**config.mk**
```make
export PLATFORM = sky130hd
export DESIGN_NAME = addr_parity_guard
export DESIGN_NICKNAME = d
export VERILOG_FILES = /design/src/rtl/apg_pkg.sv /design/src/rtl/apg_parity_chk.sv /design/src/rtl/apg_delay_line.sv /design/src/rtl/apg_sticky_flag.sv /design/src/rtl/addr_parity_guard.sv
export SDC_FILE = /design/constraint.sdc
export NUM_CORES = 1
export LEC_CHECK = 0
export BUFFER_PORTS_ARGS = -buffer_cell sky130_fd_sc_hd__clkbuf_2
export CORE_MARGIN = 1
export CORE_UTILIZATION = 25
export DETAILED_ROUTE_END_ITERATION = 6
export PLACE_DENSITY = 0.62
export SYNTH_ARGS = -nofsm -noshare
export SYNTH_HDL_FRONTEND = slang
export SYNTH_SLANG_ARGS = --single-unit
export TNS_END_PERCENT = 50
```
**constraint.sdc**
```tcl
create_clock -name clk -period 2.25 [get_ports clk]
set_input_delay 0.5625 -clock clk [delete_from_list [all_inputs] [get_ports clk]]
set_output_delay 0.5625 -clock clk [all_outputs]
set_load 0.01 [all_outputs]
```
**src/rtl/apg_pkg.sv**
```systemverilog
package apg_pkg;

  typedef enum logic [1:0] {
    CMD_NOP = 2'b00,
    CMD_RD  = 2'b01,
    CMD_WR  = 2'b10,
    CMD_CFG = 2'b11
  } apg_cmd_e;

  // A command is subject to parity checking only for array accesses.
  function automatic logic cmd_is_checked(input logic [1:0] cmd);
    return (cmd == CMD_RD) || (cmd == CMD_WR);
  endfunction

endpackage

```
**src/rtl/apg_parity_chk.sv**
```systemverilog
module apg_parity_chk
  import apg_pkg::*;
#(
  parameter int ADDR_W = 21
) (
  input  logic [ADDR_W-1:0] addr_i,
  input  logic              par_i,
  input  logic [1:0]        cmd_i,
  input  logic              chk_en_i,
  output logic              odd_o,
  output logic              det_o
);

  localparam int VEC_W = ADDR_W + 1;

  // Counts ones and reports whether the count is odd.
  function automatic logic ones_odd(input logic [VEC_W-1:0] v);
    logic acc;
    acc = 1'b0;
    for (int i = 0; i < VEC_W; i++) acc = acc ^ v[i];
    return acc;
  endfunction

  always_comb begin
    odd_o = ones_odd({addr_i, par_i});
    det_o = chk_en_i && cmd_is_checked(cmd_i) && odd_o;
  end

endmodule

```
**src/rtl/apg_delay_line.sv**
```systemverilog
module apg_delay_line #(
  parameter int RL_W = 3
) (
  input  logic            clk,
  input  logic            rst_n,
  input  logic            det_i,
  input  logic [RL_W-1:0] rl_i,
  output logic            tap_o
);

  localparam int DEPTH = (1 << RL_W) - 1;
  localparam int NTAP  = DEPTH + 1;

  logic [DEPTH-1:0] stage_q;
  logic [NTAP-1:0]  cand;

  always_ff @(posedge clk or negedge rst_n) begin
    if (!rst_n) stage_q <= '0;
    else if (DEPTH > 1) stage_q <= {stage_q[DEPTH-2:0], det_i};
    else stage_q <= {det_i};
  end

  // Tap 0 is the live detection; tap k is delayed by k edges.
  assign cand[0] = det_i;
  for (genvar k = 1; k < NTAP; k++) begin : g_tap
    assign cand[k] = stage_q[k-1];
  end

  assign tap_o = cand[rl_i];

endmodule

```
**src/rtl/apg_sticky_flag.sv**
```systemverilog
module apg_sticky_flag (
  input  logic clk,
  input  logic rst_n,
  input  logic set_i,
  input  logic clr_i,
  output logic flag_o
);

  always_ff @(posedge clk or negedge rst_n) begin
    if (!rst_n)     flag_o <= 1'b0;
    else if (set_i) flag_o <= 1'b1;
    else if (clr_i) flag_o <= 1'b0;
  end

endmodule

```
**src/rtl/addr_parity_guard.sv**
```systemverilog
module addr_parity_guard
  import apg_pkg::*;
#(
  parameter int ADDR_W = 21,
  parameter int RL_W   = 3
) (
  input  logic              clk,
  input  logic              rst_n,
  input  logic [ADDR_W-1:0] addr_i,
  input  logic              par_i,
  input  logic [1:0]        cmd_i,
  input  logic              chk_en_i,
  input  logic [RL_W-1:0]   rl_i,
  input  logic              clr_i,
  output logic              wr_allow_o,
  output logic              err_n_o
);

  logic odd_w;
  logic det_w;
  logic tap_w;
  logic flag_w;

  apg_parity_chk #(.ADDR_W(ADDR_W)) u_par (
    .addr_i   (addr_i),
    .par_i    (par_i),
    .cmd_i    (cmd_i),
    .chk_en_i (chk_en_i),
    .odd_o    (odd_w),
    .det_o    (det_w)
  );

  apg_delay_line #(.RL_W(RL_W)) u_dly (
    .clk   (clk),
    .rst_n (rst_n),
    .det_i (det_w),
    .rl_i  (rl_i),
    .tap_o (tap_w)
  );

  apg_sticky_flag u_flag (
    .clk    (clk),
    .rst_n  (rst_n),
    .set_i  (tap_w),
    .clr_i  (clr_i),
    .flag_o (flag_w)
  );

  assign wr_allow_o = (cmd_i == CMD_WR) && !det_w;
  assign err_n_o    = !flag_w;

endmodule

```
# ---- Yosys cells after proc, flatten, opt, wreduce, memory -nomap -nowiden
# Index checks and enable logic that the tools add are counted.
dict set report word_totals {
  reg_bits 8
  elab_cells 37
}
dict set report op_classes {
  n_lt_le_gt_ge 1
  eq_ne 2
  mux 4
  bitwise_logic 21
  reduce_logical 7
}
# op n
set op_table {}
lappend op_table {{1-bit XOR} 21}
lappend op_table {{3-bit by 4-bit < comparator with 1-bit output (second input constant)} 1}
lappend op_table {{1-bit binary-select mux with 3-bit select} 1}
lappend op_table {{1-bit logical AND} 3}
lappend op_table {{1-bit two-way mux} 3}
lappend op_table {{2-bit by 1-bit equality test with 1-bit output (second input constant)} 1}
lappend op_table {{2-bit equality test (second input constant)} 1}
lappend op_table {{1-bit logical NOT} 2}
lappend op_table {{2-bit nonzero test} 1}
lappend op_table {{1-bit logical OR} 1}

# ---- Depth between registers and ports, before layout
# Gate-level depths: netlist of run 1.
dict set report logic_depth {
  ltp_word 25
  depth_mapped 5
  ltp_nobuf 5
}

# ---- Cells and area by module
# From an unflattened synthesis of run 1, not the netlist that was laid out.
dict set report hier_totals {
  cells_unflattened 41
  hier_area_um2 509.2
}
# mod instances cells_each area_each_um2 seq_area_each_um2
set by_module_without_submodules {}
lappend by_module_without_submodules {apg_delay_line 1 10 239.0 175.2}
lappend by_module_without_submodules {apg_parity_chk 1 26 217.7 0.0}
lappend by_module_without_submodules {apg_sticky_flag 1 3 36.3 25.0}
lappend by_module_without_submodules {addr_parity_guard 1 2 16.3 0.0}

# ---- Least setup slack after synthesis of run 1
# OpenSTA, ideal clock, no wires.
dict set report synth_path {
  kind {input -> output}
  start {input port addr_i[11]}
  end {output port wr_allow_o}
  arrival_ns 1.743
  t_required_ns 1.688
  slack_ns -0.055
  cell_stages 5
  path_buffers 0
  path_cell_list {xor2_1 -> xnor2_1 -> xnor2_1 -> xnor3_1 -> o31a_1}
}
dict set report synth_via {
  elab_chain_cells 13
}
# element line
set synth_lines {}
lappend synth_lines {{from (decl)} addr_parity_guard.sv:9} ;# input logic [ADDR_W-1:0] addr_i,
lappend synth_lines {{1-bit XOR (10 in a row)} apg_parity_chk.sv:20} ;# for (int i = 0; i < VEC_W; i++) acc = acc ^ v[i];
lappend synth_lines {{1-bit logical AND} apg_parity_chk.sv:26} ;# det_o = chk_en_i && cmd_is_checked(cmd_i) && odd_o;
lappend synth_lines {{1-bit logical NOT} addr_parity_guard.sv:49} ;# assign wr_allow_o = (cmd_i == CMD_WR) && !det_w;
lappend synth_lines {{1-bit logical AND} addr_parity_guard.sv:49}
lappend synth_lines {{to (decl)} addr_parity_guard.sv:15} ;# output logic wr_allow_o,
# No other way between the ends.

# ---- Final worst setup path of run 1
dict set report layout_path {
  start {input port addr_i[13]}
  end {output port wr_allow_o}
}
dict set report layout_via {
  elab_chain_cells 11
}
# element line
set layout_lines {}
lappend layout_lines {{1-bit XOR (8 in a row)} apg_parity_chk.sv:20}
lappend layout_lines {{1-bit logical AND} apg_parity_chk.sv:26}
lappend layout_lines {{1-bit logical NOT} addr_parity_guard.sv:49}
lappend layout_lines {{1-bit logical AND} addr_parity_guard.sv:49}
# No other way between the ends.

==> results by group, run 1 <==
Placement
  – Hpwl dp: 875 µm
  – GP Congestion: 0.617
  – Post-Place Cell Area: 703 µm²
  – PortBufs: 32

Yosys
  – Ys Warns: 0
  – Syn avg cell area: 12.0 µm²
  – Sequential share of the synthesized area: 0.397
  – Post-synth net total: 74
  – Synth unique cells: 15
  – Post-Synthesis Cell Area: 504 µm²
  – Synth Instances: 42
  – Post-synthesis register bit count: 8

Setup path
  – Critical path class: in -> out
  – Required @ worst endpoint: 1690 ps
  – Worst setup EP type: output port
  – CP Launch Type: primary input
  – Reg2Reg Capture Point: u_flag.flag_o
  – Setup crit start: addr_i[13]
  – Critical R2R Launch: u_dly.stage_q[5]
  – Critical path fanouts, max: 2
  – R2R cell count: 3
  – Arrival time worst endpoint: 1950 ps
  – Flop2flop setup slack: 840 ps
  – Crit path to: wr_allow_o

Timing
  – Worst rel slew slack: 0.793
  – Final hold violations: 0
  – Min cycle time layout: 2510 ps
  – Worst hold slack: 144 ps
  – Final Worst Setup Slack: -263 ps
  – RSZ-0062 raised after global routing: yes
  – F_max: 398 MHz
  – Worst Max-Slew Pin Slew: 310 ps
  – Max Slew Vio Count: 0
  – Final period util: 1.12
  – Clock skew: 4.16 ps
  – # setup viols final: 1

Floorplan
  – FP Rows: 15
  – Initial core utilization: 0.280
  – Die height: 46.9 µm
  – Core ar.: 1800 µm²
  – Die area: 2200 µm²
  – Chip Width: 46.9 µm
  – IO Pins: 33

Clocking
  – CTS tree: yes
  – Skew-Pair Late Insertion Delay: 250 ps
  – CTS hold repair buffers: 0
  – H-tree depth: 1
  – Root buffer cell: clkbuf_4
  – Clk sinks: 8
  – Clk buf depth: 2
  – Clock transition at the registers of the reported paths: 50 ps
  – CTS Buf Count: 3

Global route
  – Initial antenna violation count: 0
  – First-pass GRT wire length: 1680 µm
  – Overall global routing resource usage: 0.111
  – Vias in the first global route: 453
  – Overflow after GRT: 0
  – Largest net degree at the start of global routing: 9

Cells and area
  – Most frequent cells in the layout: clkbuf_2 (32), xnor2_1 (12), dfrtp_1 (8)
  – P&R area growth vs syn: 49.9%
  – Fill cells: 183
  – ANT cells: 0
  – Share of layout cells above drive strength 1: 0.538
  – # nets final: 112
  – Post-route cell area: 756 µm²
  – Most common cell after layout, fill and taps aside: clkbuf_2
  – Utilization of the core after routing: 0.419

Power and ir drop
  – Pwr/cell area: 742 nW/µm²
  – Tot Pwr: 561 µW
  – Leakage: 0.393 nW
  – VDD IR max: 0.000301 V

Drt
  – DRT iter0 DRCs: 2
  – Vias/cell: 4.03
  – First-pass DRT Iterations: 3
  – Post-DR wirelength/cell: 9.57 µm
  – Routed Antenna Nets: 0
  – Post-Route WL: 986 µm
  – Via count: 415
  – DRC viols: 0

Job
  – Max-cap violation count: 0

Hold path
  – Hold Path Class: in -> async

Outcome
  – Failing checks: negative setup slack
  – Result of the run: complete, but fails checks
[worst min-delay path by stage]
| stage | end | startpoint | depth (start not counted) |
|---|---|---|---|
| finish | u_dly.stage_q[4] | rst_n | 1 |
| global route | u_dly.stage_q[5] | rst_n | 1 |
| CTS | u_dly.stage_q[5] | rst_n | 1 |
| detailed placement | u_dly.stage_q[4] | u_dly.stage_q[3] | 0 |
| global placement | u_dly.stage_q[4] | u_dly.stage_q[3] | 0 |
| floorplan | u_dly.stage_q[0] | rst_n | 0 |
[synth_stat cells (all sizes together)]
cell	n	area (µm²)
xnor2	16	140
dfrtp	8	200
inv	4	15.0
xor2	3	26.3
a211oi	1	7.51
a21oi	1	5.00
a221oi	1	8.76
ha	1	12.5
mux2i	1	10.0
mux4	1	22.5
nor3	1	5.00
o31a	1	8.76
o31ai	1	12.5
or4	1	7.51
xnor3	1	22.5
[cell type report]
| class | count | area, µm² | area share |
|---|---|---|---|
| Clock buffer | 3 | 22.5 | 0.0298 |
| Inverter | 4 | 15.0 | 0.0199 |
| Multi-Input combinational cell | 30 | 319 | 0.422 |
| Sequential cell | 8 | 200 | 0.265 |
| Tap cell | 25 | 31.3 | 0.0414 |
| Timing Repair Buffer | 33 | 168 | 0.222 |
[per-layer routing]
layer,vias up,global-route usage,part of all wire
li1,215,-,-
met1,186,0.116,0.40
met2,14,0.211,0.55
met3,0,0.0462,0.045
met4,0,0.0171,0
met5,-,0,0
[flip-flops by register name, summed over array words and instances (netlist names)]
| register | cells |
|---|---|
| u_dly.stage_q | 7 |
| u_flag.flag_o | 1 |
[stage by stage]
stage | setup TNS [ps] | std cells | worst slack (ps)
6_report | -263 | 103 | -263
5_1_grt | -315 | 103 | -315
4_1_cts | -255 | 103 | -255
3_5_place_dp | -273 | 100 | -273
3_3_place_gp | -253 | 100 | -253
2_1_floorplan | -55.2 | 42 | -55.2
[repair_timing]
item | CTS | global route
setup endpoints to repair | 1 | 1
hold endpoints to repair | 0 | 0
gates resized for setup | 0 | 4
pin swaps | 3 | 3
setup buffers | 0 | 0
[cells by family after synthesis]
kind of cell               synth area share
adders and majority gates            0.0248
muxes                                0.0645
buffers and inverters                0.0298
DFF                                   0.397
and+or+nand+nor                      0.0248
AOI/OAI and AO/OA                    0.0844
xor gates and xnor gates              0.375
[worst max-delay path, cell delays in order]
cell and delay [ps]:
clkbuf_2 100, xnor2_2 140, xnor2_1 180, xnor2_1 150, xnor3_1 440, o31a_1 240
clkbuf_2 130
[report_power, final]
part           switching (mW)  internal [mW]  leakage [nW]
Combinational          0.0958          0.146         0.272
Sequential             0.0225          0.191         0.107
Clock                  0.0442         0.0607        0.0138
Total                   0.162          0.398         0.393
(Power assumes the default switching activity.)
==> run 2: changes to the inputs <==
Settings changed: SYNTH_HIERARCHICAL from default to 1, TNS_END_PERCENT 50 to 5.
==> results by group, run 2 <==
Global route
  – First-pass GRT wire length: 1450 µm (-14%)
  – Overflow after GRT: 0 (unchanged)
  – Overall global routing resource usage: 0.0989 (-0.0124)
  – Vias in the first global route: 391 (-14%)
  – Largest net degree at the start of global routing: 9 (unchanged)
  – Initial antenna violation count: 0 (unchanged)

Timing
  – Min cycle time layout: 2540 ps (+25.5 ps)
  – RSZ-0062 raised after global routing: yes
  – F_max: 394 MHz (-1.0%)
  – Fin Setup TNS: -554 ps (-291 ps)
  – Worst hold slack: 148 ps (+3.49 ps)
  – Final period util: 1.13 (+0.0113)
  – Max Slew Vio Count: 0 (unchanged)
  – Final hold violations: 0 (unchanged)
  – Worst Max-Slew Pin Slew: 206 ps (-104 ps)
  – # setup viols final: 2 (+1)
  – Final Worst Setup Slack: -288 ps (-25.5 ps)
  – Clock skew: 1.66 ps (-2.51 ps)
  – Worst rel slew slack: 0.862 (+0.0685)

Placement
  – Pre-CTS worst setup slack: -406 ps (-133 ps)
  – PortBufs: 32 (unchanged)
  – Cell Count Post-Placement: 97 (-3.0%)
  – Hpwl dp: 772 µm (-12%)
  – GP Congestion: 0.722 (+17%)

Yosys
  – Post-Synthesis Cell Area: 500 µm² (-0.74%)
  – Post-synth net total: 71 (-4.1%)
  – Ys Warns: 6 (+6)
  – Syn avg cell area: 12.5 µm² (+4.2%)
  – Synth Instances: 40 (-4.8%)

Drt
  – Post-DR wirelength/cell: 8.78 µm (-8.3%)
  – Vias/cell: 3.98 (-1.2%)
  – DRT iter0 DRCs: 5 (+3)
  – Post-Route WL: 887 µm (-10%)
  – First-pass DRT Iterations: 3 (unchanged)
  – Routed Antenna Nets: 0 (unchanged)
  – DRC viols: 0 (unchanged)
  – Via count: 402 (-3.1%)

Setup path
  – Critical path class: in -> out
  – Arrival time worst endpoint: 1980 ps (+30 ps)
  – R2R cell count: 3 (unchanged)
  – Flop2flop setup slack: 840 ps (about the same)
  – Reg2Reg Capture Point: u_flag/flag_o
  – Required @ worst endpoint: 1690 ps (about the same)
  – Critical Path Max Stage Delay: 330 ps (-110 ps)
  – Cell mode on critical path: xnor2_1
  – Crit-path cells: buf_6 > xor2_1 > xnor2_1 > xnor2_1 > xnor2_1 > mux2_4 > nor3b_2 > buf_2
  – Critical path fanouts, max: 2 (unchanged)
  – Worst setup EP type: output port
  – Critical R2R Launch: u_dly/stage_q[2]
  – Slowest cell on crit path: mux2_4
  – Setup crit start: addr_i[15]
  – CP Launch Type: primary input

Cells and area
  – # nets final: 109 (-2.7%)
  – Most common cell after layout, fill and taps aside: clkbuf_2
  – Most frequent cells in the layout: clkbuf_2 (30), xnor2_1 (14), dfrtp_1 (8)
  – Largest regs: u_dly/stage_q (7), u_flag/flag_o (1)
  – Share of layout cells above drive strength 1: 0.566 (+0.0273)
  – Largest Register: u_dly/stage_q
  – ANT cells: 0 (unchanged)
  – P&R area growth vs syn: 50.0% (about the same)
  – Max reg flops: 7 (unchanged)
  – Fin cells: 101 (-1.9%)

Floorplan
  – Die height: 46.7 µm (-0.36%)
  – Initial core utilization: 0.278 (-0.00208)
  – Chip Width: 46.7 µm (-0.36%)
  – Die area: 2180 µm² (-0.72%)
  – Core ar.: 1800 µm² (unchanged)
  – FP Rows: 15 (unchanged)
  – IO Pins: 33 (unchanged)

Clocking
  – Clock transition at the registers of the reported paths: 50 ps (about the same)
  – Skew-Pair Late Insertion Delay: 250 ps (about the same)
  – CTS tree: yes
  – CTS hold repair buffers: 0 (unchanged)
  – H-tree depth: 1 (unchanged)
  – Clk buf depth: 2 (unchanged)
  – Clk sinks: 8 (unchanged)
  – CTS Buf Count: 3 (unchanged)
  – Root buffer cell: clkbuf_4

Job
  – Max-cap violation count: 0 (unchanged)

Power and ir drop
  – VDD IR max: 0.000272 V (-9.5%)
  – Pwr/cell area: 693 nW/µm² (-6.6%)
  – Leakage: 0.391 nW (-0.52%)
  – Tot Pwr: 520 µW (-7.3%)

Outcome
  – Result of the run: complete, but fails checks
  – Failing checks: negative setup slack

Hold path
  – Hold Path Class: in -> async
## run 2: through the flow
stage | utilization | area [µm²]
floorplan | - | 500
global placement | 0.384 | 692
detailed placement | 0.384 | 692
CTS | 0.397 | 714
global route | 0.417 | 751
finish | 0.417 | 751
## run 2: worst max-delay path by stage
stage	to	slack [ps]	cells after the start
after floorplan	u_flag/flag_o	-200	8
after global placement	u_flag/flag_o	-370	9
after detailed placement	u_flag/flag_o	-410	9
after CTS	wr_allow_o	-290	8
after global routing	wr_allow_o	-370	8
final	wr_allow_o	-290	8
## run 2: layout make-up
type,instances,area [µm²]
repair buffers,33,174
fillers,188,1050
well taps,25,31.3
clock buffers,3,22.5
inverters,2,7.51
flip-flops and latches,8,200
multi-input cells,30,315
## run 2: timing repair
action                                  CTS  global route
endpoints found under the setup margin    2             2
gates cloned                              0             0
pin swaps                                 1             3
setup buffers                             0             1
gates resized for setup                   0             5
## run 2: critical path: cells and delay by family
family,cells,cell delay [ps]
buffers and inverters,2,240
XOR/XNOR,4,680
multiplexers,1,330
AND/OR/NAND/NOR,1,160
## run 2: power by group
group          total (mW)  internal, mW  leakage [nW]  switching (mW)
logic               0.203         0.125         0.270          0.0782
registers           0.211         0.190         0.107          0.0207
clock network       0.106        0.0608        0.0138          0.0456
total               0.520         0.376         0.391           0.144
## run 2: routing by layer
layer	track usage	wire, µm	vias to the layer above
li1	-	-	202
met1	0.0907	376	173
met2	0.189	429	27
met3	0.0346	82	0
met4	0.0514	0	0
met5	0	0	-
